**src/rtl/alu_pkg.sv**
```systemverilog
package alu_pkg;

  typedef enum logic [2:0] {
    OP_ADD = 3'd0,
    OP_ADC = 3'd1,
    OP_SUB = 3'd2,
    OP_SBB = 3'd3,
    OP_AND = 3'd4,
    OP_OR  = 3'd5,
    OP_XOR = 3'd6,
    OP_CMP = 3'd7
  } alu_op_e;

  typedef struct packed {
    logic par;   // bit 5
    logic nib;   // bit 4
    logic zro;   // bit 3
    logic sgn;   // bit 2
    logic ovf;   // bit 1
    logic cry;   // bit 0
  } alu_flags_t;

  localparam int FLAG_BITS   = $bits(alu_flags_t);
  localparam int PARITY_SPAN = 8;

  function automatic logic op_is_logic(alu_op_e op);
    return (op == OP_AND) || (op == OP_OR) || (op == OP_XOR);
  endfunction

  function automatic logic op_is_sub(alu_op_e op);
    return (op == OP_SUB) || (op == OP_SBB) || (op == OP_CMP);
  endfunction

  function automatic logic op_uses_carry(alu_op_e op);
    return (op == OP_ADC) || (op == OP_SBB);
  endfunction

endpackage

```
**src/rtl/alu_addsub.sv**
```systemverilog
module alu_addsub #(
  parameter int W = 16
) (
  input  logic [W-1:0] a,
  input  logic [W-1:0] b,
  input  logic         subtract,
  input  logic         chain_en,
  input  logic         carry_flag,
  output logic [W-1:0] res,
  output logic         cry,
  output logic         ovf,
  output logic         nib
);
  localparam int NIB = 4;

  logic [W-1:0] b_eff;
  logic         c_in;
  logic [W:0]   total;

  always_comb begin
    b_eff = subtract ? ~b : b;
    // incoming borrow is applied as an inverted carry into the adder
    c_in  = subtract ? ~(chain_en & carry_flag) : (chain_en & carry_flag);
    total = {1'b0, a} + {1'b0, b_eff} + {{W{1'b0}}, c_in};
    res   = total[W-1:0];
    cry   = total[W] ^ subtract;
    ovf   = (a[W-1] == b_eff[W-1]) && (res[W-1] != a[W-1]);
    nib   = a[NIB] ^ b[NIB] ^ res[NIB];
  end

endmodule

```
**src/rtl/alu_logic_unit.sv**
```systemverilog
module alu_logic_unit #(
  parameter int W = 16
) (
  input  logic [W-1:0] a,
  input  logic [W-1:0] b,
  input  logic [1:0]   sel,
  output logic [W-1:0] res
);
  always_comb begin
    unique case (sel)
      2'd0:    res = a & b;
      2'd1:    res = a | b;
      2'd2:    res = a ^ b;
      default: res = '0;
    endcase
  end
endmodule

```
**src/rtl/alu_flag_gen.sv**
```systemverilog
module alu_flag_gen #(
  parameter int W  = 16,
  parameter int PW = 8
) (
  input  logic [W-1:0] res,
  output logic         sgn,
  output logic         zro,
  output logic         par
);
  localparam int SPAN = (PW < W) ? PW : W;

  logic [SPAN-1:0] low_bits;

  generate
    for (genvar i = 0; i < SPAN; i++) begin : g_low
      assign low_bits[i] = res[i];
    end
  endgenerate

  assign sgn = res[W-1];
  assign zro = (res == '0);
  assign par = ~(^low_bits);
endmodule

```
**src/rtl/flag_alu.sv**
```systemverilog
module flag_alu
  import alu_pkg::*;
#(
  parameter int W = 16
) (
  input  logic                 clk,
  input  logic                 rst_n,
  input  logic                 in_valid,
  output logic                 in_ready,
  input  logic [2:0]           in_op,
  input  logic [W-1:0]         in_a,
  input  logic [W-1:0]         in_b,
  input  logic                 in_flag_en,
  output logic                 out_valid,
  input  logic                 out_ready,
  output logic [W-1:0]         out_data,
  output logic [FLAG_BITS-1:0] flags
);
  localparam int LOG_SEL_W = 2;

  alu_op_e    op;
  alu_flags_t flags_q;
  alu_flags_t flags_d;
  logic       accept;

  logic [W-1:0] as_res;
  logic         as_cry, as_ovf, as_nib;
  logic [W-1:0] lg_res;
  logic [W-1:0] res_d;
  logic         fg_sgn, fg_zro, fg_par;
  logic [LOG_SEL_W-1:0] lg_sel;

  assign op       = alu_op_e'(in_op);
  assign in_ready = !out_valid || out_ready;
  assign accept   = in_valid && in_ready;
  assign lg_sel   = in_op[LOG_SEL_W-1:0];

  alu_addsub #(.W(W)) u_addsub (
    .a          (in_a),
    .b          (in_b),
    .subtract   (op_is_sub(op)),
    .chain_en   (op_uses_carry(op)),
    .carry_flag (flags_q.cry),
    .res        (as_res),
    .cry        (as_cry),
    .ovf        (as_ovf),
    .nib        (as_nib)
  );

  alu_logic_unit #(.W(W)) u_logic (
    .a   (in_a),
    .b   (in_b),
    .sel (lg_sel),
    .res (lg_res)
  );

  assign res_d = op_is_logic(op) ? lg_res : as_res;

  alu_flag_gen #(.W(W), .PW(PARITY_SPAN)) u_fgen (
    .res (res_d),
    .sgn (fg_sgn),
    .zro (fg_zro),
    .par (fg_par)
  );

  always_comb begin
    flags_d.sgn = fg_sgn;
    flags_d.zro = fg_zro;
    flags_d.par = fg_par;
    if (op_is_logic(op)) begin
      flags_d.cry = 1'b0;
      flags_d.ovf = 1'b0;
      flags_d.nib = 1'b0;
    end else begin
      flags_d.cry = as_cry;
      flags_d.ovf = as_ovf;
      flags_d.nib = as_nib;
    end
  end

  always_ff @(posedge clk or negedge rst_n) begin
    if (!rst_n) begin
      flags_q   <= '0;
      out_data  <= '0;
      out_valid <= 1'b0;
    end else begin
      if (out_valid && out_ready) out_valid <= 1'b0;
      if (accept) begin
        if (in_flag_en) flags_q <= flags_d;
        if (op != OP_CMP) begin
          out_data  <= res_d;
          out_valid <= 1'b1;
        end
      end
    end
  end

  assign flags = flags_q;

  // stalled output holds and blocks the input side
  a_r10_stall_blocks: assert property (@(posedge clk) disable iff (!rst_n)
    (out_valid && !out_ready) |-> !in_ready);
  a_r10_stall_holds: assert property (@(posedge clk) disable iff (!rst_n)
    (out_valid && !out_ready) |=> (out_valid && $stable(out_data)));

  // compare never writes the result register or makes a beat by itself
  a_r8_cmp_keeps_result: assert property (@(posedge clk) disable iff (!rst_n)
    (accept && op == OP_CMP) |=> $stable(out_data));

  // disabled flag update leaves the flag register alone
  a_r9_flags_frozen: assert property (@(posedge clk) disable iff (!rst_n)
    (accept && !in_flag_en) |=> $stable(flags));

  // logic operations clear the arithmetic flags
  a_r7_logic_clears: assert property (@(posedge clk) disable iff (!rst_n)
    (accept && in_flag_en && op_is_logic(op)) |=> (!flags[0] && !flags[1] && !flags[4]));

  // stored sign agrees with the stored result
  a_r4_sign_tracks: assert property (@(posedge clk) disable iff (!rst_n)
    (accept && in_flag_en && op != OP_CMP) |=> (flags[2] == out_data[W-1]));

  // stored parity agrees with the low byte of the stored result
  a_r6_parity_tracks: assert property (@(posedge clk) disable iff (!rst_n)
    (accept && in_flag_en && op != OP_CMP) |=> (flags[5] == ~(^out_data[PARITY_SPAN-1:0])));

endmodule

```
**config.mk**
```make
export PLATFORM = sky130hd
export DESIGN_NAME = flag_alu
export DESIGN_NICKNAME = d
export VERILOG_FILES = /design/src/rtl/alu_pkg.sv /design/src/rtl/alu_addsub.sv /design/src/rtl/alu_logic_unit.sv /design/src/rtl/alu_flag_gen.sv /design/src/rtl/flag_alu.sv
export SDC_FILE = /design/constraint.sdc
export NUM_CORES = 1
export LEC_CHECK = 0
export BUFFER_PORTS_ARGS = -buffer_cell sky130_fd_sc_hd__buf_2
export CAP_MARGIN = 20
export CORE_ASPECT_RATIO = 0.5
export CORE_MARGIN = 2
export CORE_UTILIZATION = 61
export DETAILED_ROUTE_END_ITERATION = 12
export PLACE_DENSITY = 0.91
export REMOVE_ABC_BUFFERS = 1
export SLEW_MARGIN = 20
export SYNTH_ARGS = -nofsm -noshare
export SYNTH_HDL_FRONTEND = slang
export SYNTH_SLANG_ARGS = --single-unit
```
**constraint.sdc**
```tcl
create_clock -name clk -period 6.9 [get_ports clk]
set_clock_uncertainty 0.2 [all_clocks]
set_input_delay 0.345 -clock clk [delete_from_list [all_inputs] [get_ports clk]]
set_output_delay 0.345 -clock clk [all_outputs]
set_load 0.02 [all_outputs]
```
==> flow_summary.yaml, run 1 <==
status:
  status: "completed"
clocking:
  clockBufferDepth: 2
  cts_tree: "yes"
  cts-buffers-inserted: 3
  cts.clk_slew.worst_paths_ns: 0.08
  insertion_delay_ns: 0.27
  cts_sinks: 23
  cts_max_level: 1
  clock-root-buffer: "clkbuf_8"
cells_and_area:
  fillers: 376
  drive_above_1_share_pct: 19.9
  diodes: 0
  syn_to_final_growth_pct: 11.2
  stdcell_count: 498
  fin_nets: 522
sta:
  fmax_mhz: 227
  setup_violations: 0
  rsz0062_at_grt: "no"
  final_max_slew_viol_count: 0
  setup_tns_ns: 0
  finalHoldViolations: 0
  period_needed_ns: 4.40
  worst_slew_margin_rel_pct: 36.8
  fin_crit_sh_pct: 63.8
  tightestPinTransition_ns: 0.945
critical_path:
  slowest_stage: "buf_2"
  max_stage_delay_ns: 0.51
  critical_path.top_delay_family: "compound AO/OA/AOI/OAI gates"
  path_cells: "buf_2 > o21ai_2 > nand3_1 > nand2_1 > a32o_1 > fa_1 > fa_1 > a211oi_2 > o21bai_1 > a211oi_1 > nor3_1 > a21oi_1 > ha_1 > nand4_1 > a2111oi_0 > a41o_1"
  path_common_cell: "fa_1"
  crit_arrival_ns: 4.41
  worstPathRequired_ns: 6.91
  worst-path-max-fanout: 32
  start_kind: "input port"
  critical_path_class: "in -> reg"
  cp_num_buf_inv: 1
  crit_path_end_kind: "flip-flop"
hold_path:
  hold_class: "in -> reg"
synthesis:
  netlist_area_mm2: 0.00308
  synthDistinctLibCells: 59
  synth.top_cells.by_count: "ha_1 (51), inv_1 (45), nand2_1 (42), o21ai_0 (35), xnor2_1 (25)"
  syn_area_per_cell_um2: 8.12
  seq_area_frac_synth_pct: 18.7
  synth-seq-cells: 23
  synth_warnings: 0
  syn_inst: 379
  ys.flop_type: "dfrtp_1"
  yosysTopAreaCellShare_pct: 20.7
  netlist.top_cell.by_area: "ha_1"
  synthArstFlopShare_pct: 100
  synth.area.top_cells: "ha_1 (21%), dfrtp_1 (19%), xnor2_1 (7.1%), o21ai_0 (5.7%), inv_1 (5.5%)"
  yosysMostFrequentCell: "ha_1"
  synth_edf_count: 0
pwr:
  p_int_uw: 372
  peakVddDrop_mv: 0.120
  pwr-share-seq_pct: 28.2
  netSwitchingFraction_pct: 45.3
  power.leakage_uw: 0.00174
  power.share.clock_pct: 12.4
  power.switching_uw: 308
  power_density_mw_per_mm2: 199
  combPwrFrac_pct: 59.4
global_route:
  antenna_found_initial: 0
  grt_overflow: 0
  top_usage_layer: "met2"
  grt_usage_pct: 25.1
  grt_first_pass_wirelength_um: 11400
  use_met3_pct: 5.48
  grt_use_met1_pct: 34.9
  grt_pass1_vias: 2478
  grt_max_degree: 33
  use_met2_pct: 41.2
detailed_routing:
  ant_nets: 0
  via_per_inst: 5.80
  routed_wl_um: 7110
  first_pass_iters: 5
  wl_per_cell_um: 14.3
  route.detailed.drc: 0
  drt-initial-drc-count: 222
  vias: 2890
floorplanning:
  ios: 64
  die_x_um: 104
  dieHeight_um: 54.2
  start_util_pct: 63.0
  core_area_mm2: 0.00489
  dieArea_mm2: 0.00566
  num_rows: 18
place:
  globalplace.congestion: 0.900
  dp_hpwl_um: 5720
  dp.cells: 493
  io_buffers: 63
run:
  drv_cap: 0
-- through the flow --
| stage | area, um^2 | hold slack, ns | setup slack (ns) | utilization [%] | total power [uW] |
|---|---|---|---|---|---|
| 2_1_floorplan | 2940 | -0.151 | 1.68 | - | 467 |
| 3_3_place_gp | 3370 | 0.135 | 2.44 | 68.9 | 579 |
| 3_5_place_dp | 3370 | 0.136 | 2.31 | 68.9 | 591 |
| 4_1_cts | 3420 | 0.192 | 2.57 | 70.0 | 679 |
| 5_1_grt | 3420 | 0.208 | 2.29 | 70.0 | 734 |
| 6_report | 3420 | 0.196 | 2.50 | 70.0 | 681 |
-- routing by layer --
metal	up-vias	wire (um)	share of wire, %
met2	120	3150	44
met1	1328	3280	46
li1	1426	-	-
met5	-	0	0
met4	0	97	1.4
met3	16	586	8.2
-- cell type report --
cell class / count / area (um^2) / area share, %
multi-input combinational: 290 / 2200 / 64.4
sequential: 23 / 576 / 16.8
timing repair buffer: 66 / 340 / 9.95
inverter: 45 / 169 / 4.94
tap: 70 / 87.6 / 2.56
clock buffer: 3 / 41.3 / 1.21
clock inverter: 1 / 5.00 / 0.146
-- power groups by stage --
stage	Clock (uW)	Combinational [uW]	Sequential [uW]
2_1_floorplan	0	229	238
3_3_place_gp	0	386	193
3_5_place_dp	0	398	193
4_1_cts	86.8	400	191
5_1_grt	92.8	445	196
6_report	84.3	405	192
-- what timing repair did --
item                      4_1_cts  5_1_grt
hold endpoints to repair       23        0
hold buffers                    1        0
resized for setup               0        0
buffers inserted                0        0
-- registers in the layout (all words and copies together) (netlist names) --
name / flops
out_valid: 1
out_data: 16
flags: 6
-- kinds of logic after synthesis --
family,count (synthesis),share of synthesized area [%]
AOI/OAI and AO/OA,101,22.2
xor gates and xnor gates,29,8.26
adders and majority gates,53,22.0
buffers and inverters,66,9.80
DFF,23,18.7
muxes,15,5.12
and+or+nand+nor,92,13.8
-- worst register-to-register path: stages (launching register included) --
cell       delay (ns)
dfrtp_1          0.44
nand2_1          0.09
a32o_1           0.30
fa_1             0.42
fa_1             0.45
a211oi_2         0.27
o21bai_1         0.15
a211oi_1         0.26
nor3_1           0.08
a21oi_1          0.21
ha_1             0.18
nand4_1          0.10
a2111oi_0        0.45
a41o_1           0.23
-- placed cells by master (no fill, tap or decap), types with 2 or more instances in the layout --
cell	netlist	layout
nor2b_1	2	2
a21oi_1	12	12
o21ai_0	35	34
nand4b_1	2	2
o22a_1	2	2
nand4_1	4	4
o21a_1	2	2
dfrtp_1	23	23
a41oi_1	2	2
nor3_1	4	4
buf_4	2	2
o31ai_1	3	3
inv_1	45	45
ha_1	51	51
fa_1	2	2
and2_1	3	3
nor4_1	2	2
mux2i_1	9	9
clkbuf_8	3	3
xor2_1	4	4
nand2_1	42	42
mux2_2	6	6
o311a_2	2	2
a21o_1	3	3
buf_2	7	63
a31oi_1	4	4
o41ai_1	2	2
o211ai_1	2	2
xnor2_1	25	25
a211oi_1	4	4
nand3_1	7	7
o22ai_1	9	9
nand2b_1	3	3
nor2_1	18	18
a22oi_1	3	3
-- worst paths after layout --
path / startpoint / end / slack [ns] / cells past startpoint
setup / recovery: in_op[0] / flags[3]$_DFFE_PN0P_ / 2.50 / 16
hold / removal: out_ready / out_valid$_DFF_PN0_ / 0.20 / 3
setup reg to reg: flags[0]$_DFFE_PN0P_ / flags[3]$_DFFE_PN0P_ / 3.00 / 13
hold reg to reg: out_data[2]$_DFFE_PN0P_ / out_data[2]$_DFFE_PN0P_ / 0.28 / 2
max in group asynchronous: rst_n / out_data[11]$_DFFE_PN0P_ / 5.78 / 2
min in group asynchronous: rst_n / out_valid$_DFF_PN0_ / 0.38 / 2
Note: power is estimated with default switching activity, not from simulation.
==> run 2, diff against run 1 <==
- ABC_AREA: default -> 1
- CORE_UTILIZATION: 61 -> 51
- PLACE_DENSITY: 0.91 -> 0.81
- clock period: 6.9 -> 3.85 ns (I/O delays scaled with it)
==> run 2 against run 1 <==
Net effect:
- non-clock buffer count up 3
- sequential share of layout area down 1.3 points
- hold slack got worse by 0.17 ns
- synthesized cell count is 29% higher
- total power up 94%
- largest cell class unchanged
- register-to-register slack lost 2.6 ns
- clock power increased to 2.6 times the previous value
- clock-buffer cell count grew 1
- synthesized area is 4.4% higher
- via count up 10%
==> flow_summary.yaml, run 2 <==
status:
  status: "completed"
detailed_routing:
  drt-initial-drc-count: 243
  routed_wl_um: 8030
  ant_nets: 0
  route.detailed.drc: 0
  wl_per_cell_um: 12.5
  via_per_inst: 4.99
  vias: 3193
  first_pass_iters: 4
global_route:
  grt_usage_pct: 24.5
  grt_use_met1_pct: 37.8
  grt_first_pass_wirelength_um: 13500
  grt_pass1_vias: 2951
  antenna_found_initial: 0
  grt_max_degree: 24
  grt_overflow: 0
  use_met3_pct: 0.507
  top_usage_layer: "met2"
  use_met2_pct: 38.0
hold_path:
  hold_class: "in -> reg"
synthesis:
  synthDistinctLibCells: 33
  yosysTopAreaCellShare_pct: 19.9
  synth.top_cells.by_count: "nand2_1 (161), inv_1 (86), ha_1 (51), nand3_1 (25), o21ai_0 (25)"
  netlist_area_mm2: 0.00321
  netlist.top_cell.by_area: "ha_1"
  synth_edf_count: 0
  yosysMostFrequentCell: "nand2_1"
  ys.flop_type: "dfrtp_1"
  synth.area.top_cells: "ha_1 (20%), nand2_1 (19%), dfrtp_1 (18%), inv_1 (10%), xor2_1 (6.5%)"
  syn_area_per_cell_um2: 6.55
  seq_area_frac_synth_pct: 17.9
  synth-seq-cells: 23
  synthArstFlopShare_pct: 100
  syn_inst: 490
  synth_warnings: 0
sta:
  setup_violations: 0
  fin_crit_sh_pct: 90.3
  finalHoldViolations: 0
  worst_slew_margin_rel_pct: 57.3
  tightestPinTransition_ns: 0.639
  rsz0062_at_grt: "no"
  worst_slack_ns: 0.373
  period_needed_ns: 3.48
  fmax_mhz: 288
  final_max_slew_viol_count: 0
cells_and_area:
  largest-register: "out_data"
  diodes: 0
  fin_nets: 646
  drive_above_1_share_pct: 15.9
  syn_to_final_growth_pct: 15.3
  final_cell_mix: "nand2_1 (161), inv_1 (86), buf_2 (63)"
  multi_input_area_mm2: 0.00225
  largest_reg_flops: 16
  ff_latch_area_um2: 576
  final_common_cell: "nand2_1"
  postLayoutCoreUtil_pct: 60.9
  stdcell_count: 640
  fillers: 597
clocking:
  cts_setup_buffers: 0
  cts.clk_slew.worst_paths_ns: 0.06
  insertion_delay_ns: 0.25
  clockBufferDepth: 2
  cts-buffers-inserted: 3
  cts_tree: "yes"
  clock-root-buffer: "clkbuf_16"
  cts_sinks: 23
  cts_max_level: 1
critical_path:
  critical_path_class: "reg -> reg"
  crit_path_end_kind: "flip-flop"
  crit_arrival_ns: 3.47
  worst-path-max-fanout: 4
  start_kind: "flip-flop"
  worstPathRequired_ns: 3.84
pwr:
  peakVddDrop_mv: 0.177
  power_density_mw_per_mm2: 357
  power.leakage_uw: 0.00221
place:
  dp_hpwl_um: 6450
  dp.cells: 635
  pre_cts_ws_ns: 0.209
  io_buffers: 63
  globalplace.congestion: 0.919
floorplanning:
  die_x_um: 116
  dieHeight_um: 60.1
  ios: 64
  num_rows: 20
  dieArea_mm2: 0.00698
  start_util_pct: 52.8
  core_area_mm2: 0.00608
run:
  drv_cap: 0
## run 2: changes by cell type in the layout (fill, tap and decap cells not counted), moves of 9 or more
| cell | delta |
|---|---|
| nand2_1 | +119 |
| inv_1 | +41 |
| xnor2_1 | -22 |
| xor2_1 | +20 |
| nand3_1 | +18 |
| o21ai_0 | -10 |
| mux2i_1 | -9 |
## run 2: per-layer routing
layer / share of wire, % / vias up
met5: 0 / -
met1: 53 / 1444
met2: 41 / 78
met3: 5.8 / 4
met4: 0.60 / 0
li1: - / 1667
## run 2: cell families (layout without fill, tap and decap cells)
family                     after synthesis  count (layout)  share of synthesized area, %
and+or+nand+nor                        228             228                          29.6
buffers and inverters                   97             159                          12.1
AOI/OAI and AO/OA                       62              62                          11.8
xor gates and xnor gates                27              27                          7.37
DFF                                     23              23                          17.9
adders and majority gates               53              53                          21.1
## run 2: where the power goes
| group | total, uW | switching [uW] | leakage, uW | internal (uW) |
|---|---|---|---|---|
| combinational | 763 | 486 | 0.00188 | 278 |
| sequential | 340 | 36.6 | 0.000286 | 303 |
| clock | 218 | 76.9 | 0.0000382 | 141 |
| total | 1320 | 599 | 0.00221 | 722 |
## run 2: cell type report
| class | instances | area share, % |
|---|---|---|
| sequential | 23 | 15.5 |
| timing repair buffer | 69 | 9.80 |
| clock buffer | 4 | 2.13 |
| multi-input combinational | 370 | 60.8 |
| inverter | 86 | 8.72 |
| tap | 88 | 2.97 |
## run 2: path summary, 6_finish.rpt
| kind | startpoint | endpoint | slack, ns | depth (start not counted) |
|---|---|---|---|---|
| setup / recovery | flags[0]$_DFFE_PN0P_ | flags[3]$_DFFE_PN0P_ | 0.37 | 19 |
| hold / removal | out_ready | out_valid$_DFF_PN0_ | 0.02 | 4 |
| setup reg to reg | flags[0]$_DFFE_PN0P_ | flags[3]$_DFFE_PN0P_ | 0.37 | 19 |
| hold reg to reg | flags[2]$_DFFE_PN0P_ | flags[2]$_DFFE_PN0P_ | 0.28 | 2 |
| max in group asynchronous | rst_n | out_valid$_DFF_PN0_ | 2.87 | 2 |
| min in group asynchronous | rst_n | out_data[0]$_DFFE_PN0P_ | 0.25 | 2 |
## run 2: timing repair
item | 4_1_cts | 5_1_grt
gates resized for setup | 0 | 1
hold buffers | 1 | 0
hold endpoints to repair | 23 | 0
setup endpoints to repair | 0 | 1
## run 2: worst max-delay path, stage by stage, from the launching register on
cell and delay (ns):
dfrtp_1 0.39, nand3_1 0.12, xnor2_1 0.15, fa_1 0.46
fa_2 0.42, nand3_1 0.10, nand3_1 0.14, nand2_1 0.09
nand2_1 0.08, xor2_1 0.15, nand2_1 0.06, o21a_1 0.14
ha_1 0.14, nand4_1 0.09, or2_2 0.30, nor2_1 0.10
nand3_1 0.08, nor2_1 0.10, nand2_1 0.06, nand2_1 0.06
## run 2: per-stage QoR
stage	instance area [um^2]	total power [uW]	TNS, ns	hold WS, ns
2_1_floorplan	3140	864	-4.73	-0.303
3_3_place_gp	3610	1080	0	-0.0101
3_5_place_dp	3610	1100	0	-0.0143
4_1_cts	3700	1320	0	0.0263
5_1_grt	3700	1450	0	0.0732
6_report	3700	1320	0	0.0235
==> run 3, diff against run 2 <==
- CORE_UTILIZATION: 51 -> 61
- PLACE_DENSITY: 0.81 -> 0.9
- clock period: 3.85 -> 4.2 ns (I/O delays scaled with it)
==> run 3 against run 2 <==
Net effect:
- highest routed layer unchanged
- final cell count shrank 3.1%
- sequential power is 8.8% lower
- critical endpoint unchanged
- sequential cell count unchanged
- sequential share of layout area up 0.32 points
- utilization rose by 12 points
- hold slack better by 0.013 ns
- global-route usage increased by 5.3 points
- critical path type unchanged
- design area is 2.0% lower
- setup slack improved by 0.064 ns
- maximum frequency shrank 7.6%
==> flow_summary.yaml, run 3 (same netlist as run 2, synthesis figures left out) <==
status:
  status: "completed"
detailed_routing:
  routed_wl_um: 8780
  via_per_inst: 5.40
  vias: 3347
  first_pass_iters: 5
  ant_nets: 0
  wl_per_cell_um: 14.2
  route.detailed.drc: 0
  drt-initial-drc-count: 260
hold_path:
  worstHoldPathCells: 4
  min_from: "out_ready"
  hold_class: "in -> reg"
critical_path:
  crit_start: "flags[0]$_DFFE_PN0P_"
  worstPathRequired_ns: 4.19
  start_kind: "flip-flop"
  crit_path_end_kind: "flip-flop"
  worst-path-max-fanout: 4
  path_common_cell: "nand2_1"
  path_cells: "nand3_1 > xnor2_1 > fa_1 > fa_1 > nand3_1 > nand3_1 > nand2_1 > nand2_1 > xor2_1 > nand2_1 > o21a_1 > ha_1 > nand4_1 > or2_2 > nor2_1 > nand3_1 > nor2_1 > nand2_1 > nand2_1"
  critical_path_class: "reg -> reg"
  max_stage_delay_ns: 0.48
  slowest_stage: "fa_1"
  worstReg2RegStart: "flags[0]$_DFFE_PN0P_"
  crit_arrival_ns: 3.76
  r2r.worst_path.cells: 19
global_route:
  grt_pass1_vias: 3107
  antenna_found_initial: 0
  grt_usage_pct: 29.8
  grt_overflow: 0
  grt_first_pass_wirelength_um: 14200
  grt_max_degree: 29
pwr:
  power.leakage_uw: 0.00218
  peakVddDrop_mv: 0.302
  power_density_mw_per_mm2: 321
  power.share.clock_pct: 11.3
  pwr-share-seq_pct: 26.7
  combPwrFrac_pct: 62.0
  p_int_uw: 598
  netSwitchingFraction_pct: 48.6
  power.switching_uw: 565
floorplanning:
  die_x_um: 107
  dieHeight_um: 55.3
  start_util_pct: 64.2
  num_rows: 18
  dieArea_mm2: 0.00589
  ios: 64
  core_area_mm2: 0.00500
clocking:
  clockBufferDepth: 2
  clock-root-buffer: "clkbuf_8"
  cts-buffers-inserted: 3
  cts_max_level: 1
  cts_setup_buffers: 0
  insertion_delay_ns: 0.25
  cts_sinks: 23
  cts.clk_slew.worst_paths_ns: 0.08
  cts_tree: "yes"
place:
  dp.cells: 615
  globalplace.congestion: 1.02
  pre_cts_ws_ns: 0.473
  dp_hpwl_um: 6920
  io_buffers: 63
sta:
  fmax_mhz: 266
  timing.hold.ws_ns: 0.0366
  setup_tns_ns: 0
  period_needed_ns: 3.76
  setup_violations: 0
  worst_slack_ns: 0.437
  tightestPinTransition_ns: 0.920
  worst_slew_margin_rel_pct: 38.7
  final_max_slew_viol_count: 0
  rsz0062_at_grt: "no"
  finalHoldViolations: 0
  fin_crit_sh_pct: 89.6
cells_and_area:
  fillers: 441
  fin_nets: 644
  stdcell_count: 620
  diodes: 0
  syn_to_final_growth_pct: 13.0
  final_common_cell: "nand2_1"
  final_cell_mix: "nand2_1 (161), inv_1 (86), buf_2 (63)"
  largest_reg_flops: 16
  largest-register: "out_data"
  postLayoutCoreUtil_pct: 72.6
  drive_above_1_share_pct: 15.5
run:
  drv_cap: 0
## run 3: metal layers
layer,global-route usage (%),wire length [um],up-vias
li1,-,-,1659
met1,41.6,3950,1492
met2,48.8,3730,169
met3,3.90,887,27
met4,8.35,214,0
met5,0,0,-
## run 3: layout make-up
cell class | count | area (um^2) | area share, %
timing repair buffer | 67 | 348 | 9.59
clock buffer | 4 | 45.0 | 1.24
inverter | 86 | 323 | 8.90
tap | 70 | 87.6 | 2.41
multi-input combinational | 370 | 2250 | 62.0
sequential | 23 | 576 | 15.9
## run 3: worst max-delay path: cells and delay by family, from the launching register on
family / cells / cell delay [ns]
DFF: 1 / 0.40
adders and majority gates: 3 / 1.13
xor gates and xnor gates: 2 / 0.29
and+or+nand+nor: 13 / 1.52
AOI/OAI and AO/OA: 1 / 0.16
## run 3: path summary, 6_finish.rpt
path | to | slack [ns]
worst min-delay path | out_valid$_DFF_PN0_ | 0.04
worst max register to register | flags[3]$_DFFE_PN0P_ | 0.44
worst max-delay path | flags[3]$_DFFE_PN0P_ | 0.44
min in group asynchronous | out_data[2]$_DFFE_PN0P_ | 0.25
max in group asynchronous | flags[2]$_DFFE_PN0P_ | 3.22
worst min register to register | out_data[11]$_DFFE_PN0P_ | 0.29
## run 3: per-stage QoR
step,power (uW),area (um^2)
global placement,987,3570
CTS,1150,3630
floorplan,792,3140
finish,1160,3630
detailed placement,1010,3570
global route,1250,3630
## run 3: repair_timing
action                    4_1_cts  5_1_grt
hold endpoints to repair       23        0
gates resized for setup         0        0
hold buffers                    1        0
## run 3: power by group through the flow
stage | clock, uW | sequential [uW] | combinational (uW)
finish | 131 | 310 | 722
detailed placement | 0 | 312 | 700
CTS | 130 | 310 | 708
global placement | 0 | 309 | 677
global route | 137 | 316 | 798
floorplan | 0 | 380 | 411
